File: config.mk
export PLATFORM = sky130hd
export DESIGN_NAME = shrot_unit
export DESIGN_NICKNAME = d
export VERILOG_FILES = /design/src/rtl/shrot_pkg.sv /design/src/rtl/shrot_fill.sv /design/src/rtl/shrot_core.sv /design/src/rtl/shrot_unit.sv
export SDC_FILE = /design/constraint.sdc
export NUM_CORES = 1
export LEC_CHECK = 0
export ABC_AREA = 1
export BUFFER_PORTS_ARGS = -buffer_cell sky130_fd_sc_hd__buf_2
export CORE_MARGIN = 5
export CORE_UTILIZATION = 24
export CTS_BUF_LIST = sky130_fd_sc_hd__clkbuf_4 sky130_fd_sc_hd__clkbuf_8
export CTS_CLUSTER_DIAMETER = 120
export DETAILED_ROUTE_END_ITERATION = 7
export PLACE_DENSITY_LB_ADDON = 0.08
export SYNTH_ARGS = -nofsm -noshare
export SYNTH_HDL_FRONTEND = slang
export SYNTH_SLANG_ARGS = --single-unit
File: constraint.sdc
create_clock -name clk -period 1.4 [get_ports clk]
set_input_delay 0.28 -clock clk [delete_from_list [all_inputs] [get_ports clk]]
set_output_delay 0.28 -clock clk [all_outputs]
set_load 0.05 [all_outputs]
File: src/rtl/shrot_pkg.sv
package shrot_pkg;
  typedef enum logic [2:0] {
    OP_SRL = 3'b000,
    OP_SLL = 3'b001,
    OP_SRA = 3'b010,
    OP_SLA = 3'b011,
    OP_RRN = 3'b100,
    OP_RLN = 3'b101,
    OP_RRC = 3'b110,
    OP_RLC = 3'b111
  } shrot_op_e;

  // bit 0 of the code picks the direction: 1 moves left
  function automatic logic is_left(input shrot_op_e o);
    return o[0];
  endfunction
endpackage

File: src/rtl/shrot_fill.sv
module shrot_fill
  import shrot_pkg::*;
(
  input  shrot_op_e op,
  input  logic      msb,
  input  logic      lsb,
  input  logic      cin,
  output logic      fill
);
  // bit entering the vacated end of the operand
  always_comb begin
    unique case (op)
      OP_SRL, OP_SLL, OP_SLA: fill = 1'b0;
      OP_SRA:                 fill = msb;
      OP_RRN:                 fill = lsb;
      OP_RLN:                 fill = msb;
      OP_RRC, OP_RLC:         fill = cin;
      default:                fill = 1'b0;
    endcase
  end
endmodule

File: src/rtl/shrot_core.sv
module shrot_core
  import shrot_pkg::*;
#(
  parameter int W = 8
) (
  input  shrot_op_e      op,
  input  logic [W-1:0]   a,
  input  logic           cin,
  output logic [W-1:0]   y,
  output logic           cout
);
  localparam int TOP = W - 1;

  logic fill;
  logic left;
  logic [W-1:0] y_r;
  logic [W-1:0] y_l;

  shrot_fill u_fill (
    .op  (op),
    .msb (a[TOP]),
    .lsb (a[0]),
    .cin (cin),
    .fill(fill)
  );

  assign left = is_left(op);

  // one-position move network, built per bit
  for (genvar i = 0; i < W; i++) begin : g_bit
    if (i == TOP) begin : g_top
      assign y_r[i] = fill;
    end else begin : g_rmid
      assign y_r[i] = a[i+1];
    end
    if (i == 0) begin : g_bot
      assign y_l[i] = fill;
    end else begin : g_lmid
      assign y_l[i] = a[i-1];
    end
  end

  assign y    = left ? y_l : y_r;
  assign cout = left ? a[TOP] : a[0];
endmodule

File: src/rtl/shrot_unit.sv
module shrot_unit
  import shrot_pkg::*;
#(
  parameter int W = 8
) (
  input  logic         clk,
  input  logic         rst,
  input  logic         valid,
  input  logic [2:0]   op,
  input  logic [W-1:0] operand,
  input  logic         carry_in,
  output logic [W-1:0] result,
  output logic         carry_flag
);
  logic [W-1:0] nxt_y;
  logic         nxt_c;

  shrot_core #(.W(W)) u_core (
    .op  (shrot_op_e'(op)),
    .a   (operand),
    .cin (carry_in),
    .y   (nxt_y),
    .cout(nxt_c)
  );

  always_ff @(posedge clk) begin
    if (rst) begin
      result     <= '0;
      carry_flag <= 1'b0;
    end else if (valid) begin
      result     <= nxt_y;
      carry_flag <= nxt_c;
    end
  end
endmodule

==> results.yml <==
sta:
  final.period_utilization: 0.8118
  setup_viol: 0
  timing.final.hold_violations: 0
  timing.fmax_mhz: 879.9
  layout_min_cycle_time_ns: 1.136
  clock-skew-final_ns: 0
  max_slew.worst_pin.slew_ns: 0.2764
  unrepaired_setup_endpoints_after_global_routing: "false"
  final.setup.tns_ns: 0
  timing.max_slew.rel_slack: 0.8157
  timing_max_transition_violations_final: 0
power_and_ir_drop:
  total_switching_power_uw: 231.3
  sw_frac_of_total: 0.3360
  p_seq_frac: 0.410
  combPwrFrac: 0.263
  clock_power_share: 0.327
  internal-power_uw: 457.2
  report.power.total_uw: 688.5
  power.ir.vdd_worst_v: 0.0004083
  power-per-cell-area_nw_per_um2: 1083
  leakage_power_nw: 0.3665
global_routing:
  vias_in_the_first_global_route: 456
  grt_overflow_total: 0
  grt_antenna_before_repair: 0
  grt.total_usage: 0.09548
  grt_first_pass_wirelength_mm: 1.911
  grt_max_degree: 17
clock_network:
  cts_htree_levels: 1
  ctsRootBufferMaster: "clkbuf_4"
  cts_buffer_depth: 2
  postCtsSetupRepairBufs: 0
  clock_pin_slew_reported_for_the_worst_setup_and_hold_paths_after_clock_tree_synthesis_ns: 0.06
  numCtsBuffers: 3
  clock_latency_on_the_worst_skew_pair_ns: 0.26
  cts_hold_buf: 0
  clock_sinks: 9
  post_cts.resized_instances: 0
  tritoncts: "done"
logic_synthesis:
  xor_xnor_cell_area_share_of_the_yosys_netlist: 0
  ys_seq_area_frac: 0.3789
  synth.lib_cells_used.distinct: 14
  yosys_register_bits: 9
  ys_warn_count: 0
  net_count_after_synthesis: 83
  area_fraction_in_and_or_nand_and_nor_cells_after_synthesis: 0.2684
  post-synth-top-area-fraction: 0.3789
  post_synth_mux_area_share: 0
  synth_compound_area_frac: 0.1947
  synth_adder_area_share: 0
  syn_area_per_cell_um2: 6.992
  largest_family_of_logic_cells_by_synthesized_area: "simple AND/OR/NAND/NOR gates"
  top_cells_by_area_in_the_synthesized_netlist: "dfxtp_1, nand2_1, inv_1, o211ai_1, nand3_1"
  synthesis.area_um2: 475.5
  yosys_top_cell_by_area: "dfxtp_1"
  postSynthCellCount: 68
setup_path:
  worst-setup-path-type: "flip-flop to primary output"
  cell_at_the_slowest_stage_of_the_critical_path: "dfxtp_1"
  critical_path_endpoint_category: "primary output"
  critPathMaxStageDelay_ns: 0.33
  cp_data_arrival_time_ns: 0.86
  timing.critical_path.required_ns: 1.12
  reg2reg_to: "result[7]"
  path_buf_inv: 1
  critical_path.top_delay_family: "flip-flops"
  r2r_setup_slack_ns: 0.74
  critPathMaxFanout: 2
  r2r-start: "result[7]"
  critPathLaunchType: "flip-flop"
  worstPathCellList: "buf_2"
  r2r.worst_path.cells: 2
worst_hold_path:
  hp-class: "primary input to flip-flop"
  worstHoldEndpoint: "carry_flag"
  min-delay-start: "rst"
  worst_hold_path.num_cells: 4
floorplan:
  die_w_um: 54.51
  die_height_um: 54.51
  floorplan.initialDensity: 0.2474
  boundaryPins: 24
  core_area_um2: 1922
  area_of_the_die_um2: 2971
  num_rows: 16
final_layout:
  ff_latch_area_um2: 180.2
  fin_util: 0.3307
  multi_input_logic_area_um2: 220.2
  final_cell_count_no_fill: 120
  num_antenna_cells: 0
  post_route_cells_drive_above_1_share: 0.3548
  finalNetCount: 109
  area.growth.synth_to_final_pct: 33.68
  num-fill-cells: 228
detailed_routing:
  detail_route.drc_violations: 0
  initialDrtViolationCount: 5
  wl_per_cell_um: 9.758
  dr_total_vias: 501
  routed_wirelength_mm: 1.171
  antenna_violating_nets_left: 0
  drt-pass1-iter-count: 4
  route.detailed.vias_per_inst: 4.175
run:
  number_of_maximum_capacitance_constraint_violations: 0
place:
  placedCellCount: 116
  dp.final_hpwl_um: 930.7
  gpl.final_weighted_congestion: 0.7395
  port_buffers: 23
status:
  status: "finished, final reports clean"
-- power groups by stage --
stage | clock network [mW] | registers (mW) | logic, mW
after floorplan | 0 | 0.355 | 0.0668
after global placement | 0 | 0.288 | 0.184
after detailed placement | 0 | 0.288 | 0.183
after CTS | 0.236 | 0.283 | 0.184
after global routing | 0.254 | 0.284 | 0.199
final | 0.225 | 0.282 | 0.181
-- through the flow --
stage	cell area (um2)	worst slack (ns)	hold WS [ns]
2_1_floorplan	475.5	0.4616	0.4442
3_3_place_gp	605.6	0.3291	0.4626
3_5_place_dp	605.6	0.3322	0.4653
4_1_cts	635.6	0.2509	0.2735
5_1_grt	635.6	0.2027	0.2765
6_report	635.6	0.2635	0.2799
-- per-layer routing --
layer	vias up	part of all wire	track usage
met5	-	0	0
met4	0	0.0085	0.03734
met3	2	0.087	0.05722
met2	18	0.45	0.1275
met1	212	0.45	0.1225
li1	269	-	-
-- synthesized netlist by cell type, drive strengths merged --
library cell,count
o21ai,3
buf,2
inv,13
nand3,6
o211ai,6
dfxtp,9
nand2,21
nor2,3
a21oi,5
-- how the worst max path moves through the flow --
stage | cells after the start | start | endpoint | slack [ns]
after global placement | 7 | op[0] | result[0] | 0.33
after global routing | 1 | result[2] | result[2] | 0.20
after detailed placement | 7 | op[0] | result[0] | 0.33
after floorplan | 2 | result[0] | result[0] | 0.46
after CTS | 1 | result[3] | result[3] | 0.25
final | 1 | result[3] | result[3] | 0.26
-- layout make-up --
class,instances,area share
sequential,9,0.2835
clock buffer,4,0.04724
inverter,13,0.08858
tap,27,0.05315
timing repair buffer,23,0.1811
multi-input combinational,44,0.3465
-- flip-flops by register name, indices dropped and copies added (netlist names) --
| name | count |
|---|---|
| result | 8 |
| carry_flag | 1 |
-- cell usage in the layout (no fill, tap or decap) --
master and count:
buf_2 23, inv_8 1, o21ai_0 2, a21oi_1 3
inv_1 12, nand2_1 18, dfxtp_1 9, o211ai_1 6
a21oi_2 2, o21ai_1 1, clkbuf_4 4, nand3_1 6
nor2_1 3, nand2_2 3
-- cells by family after synthesis --
logic type | count (synthesis)
AND/OR/NAND/NOR | 30
buffers and inverters | 15
AO/OA/AOI/OAI | 14
flip-flops | 9
(Power assumes the default switching activity.)
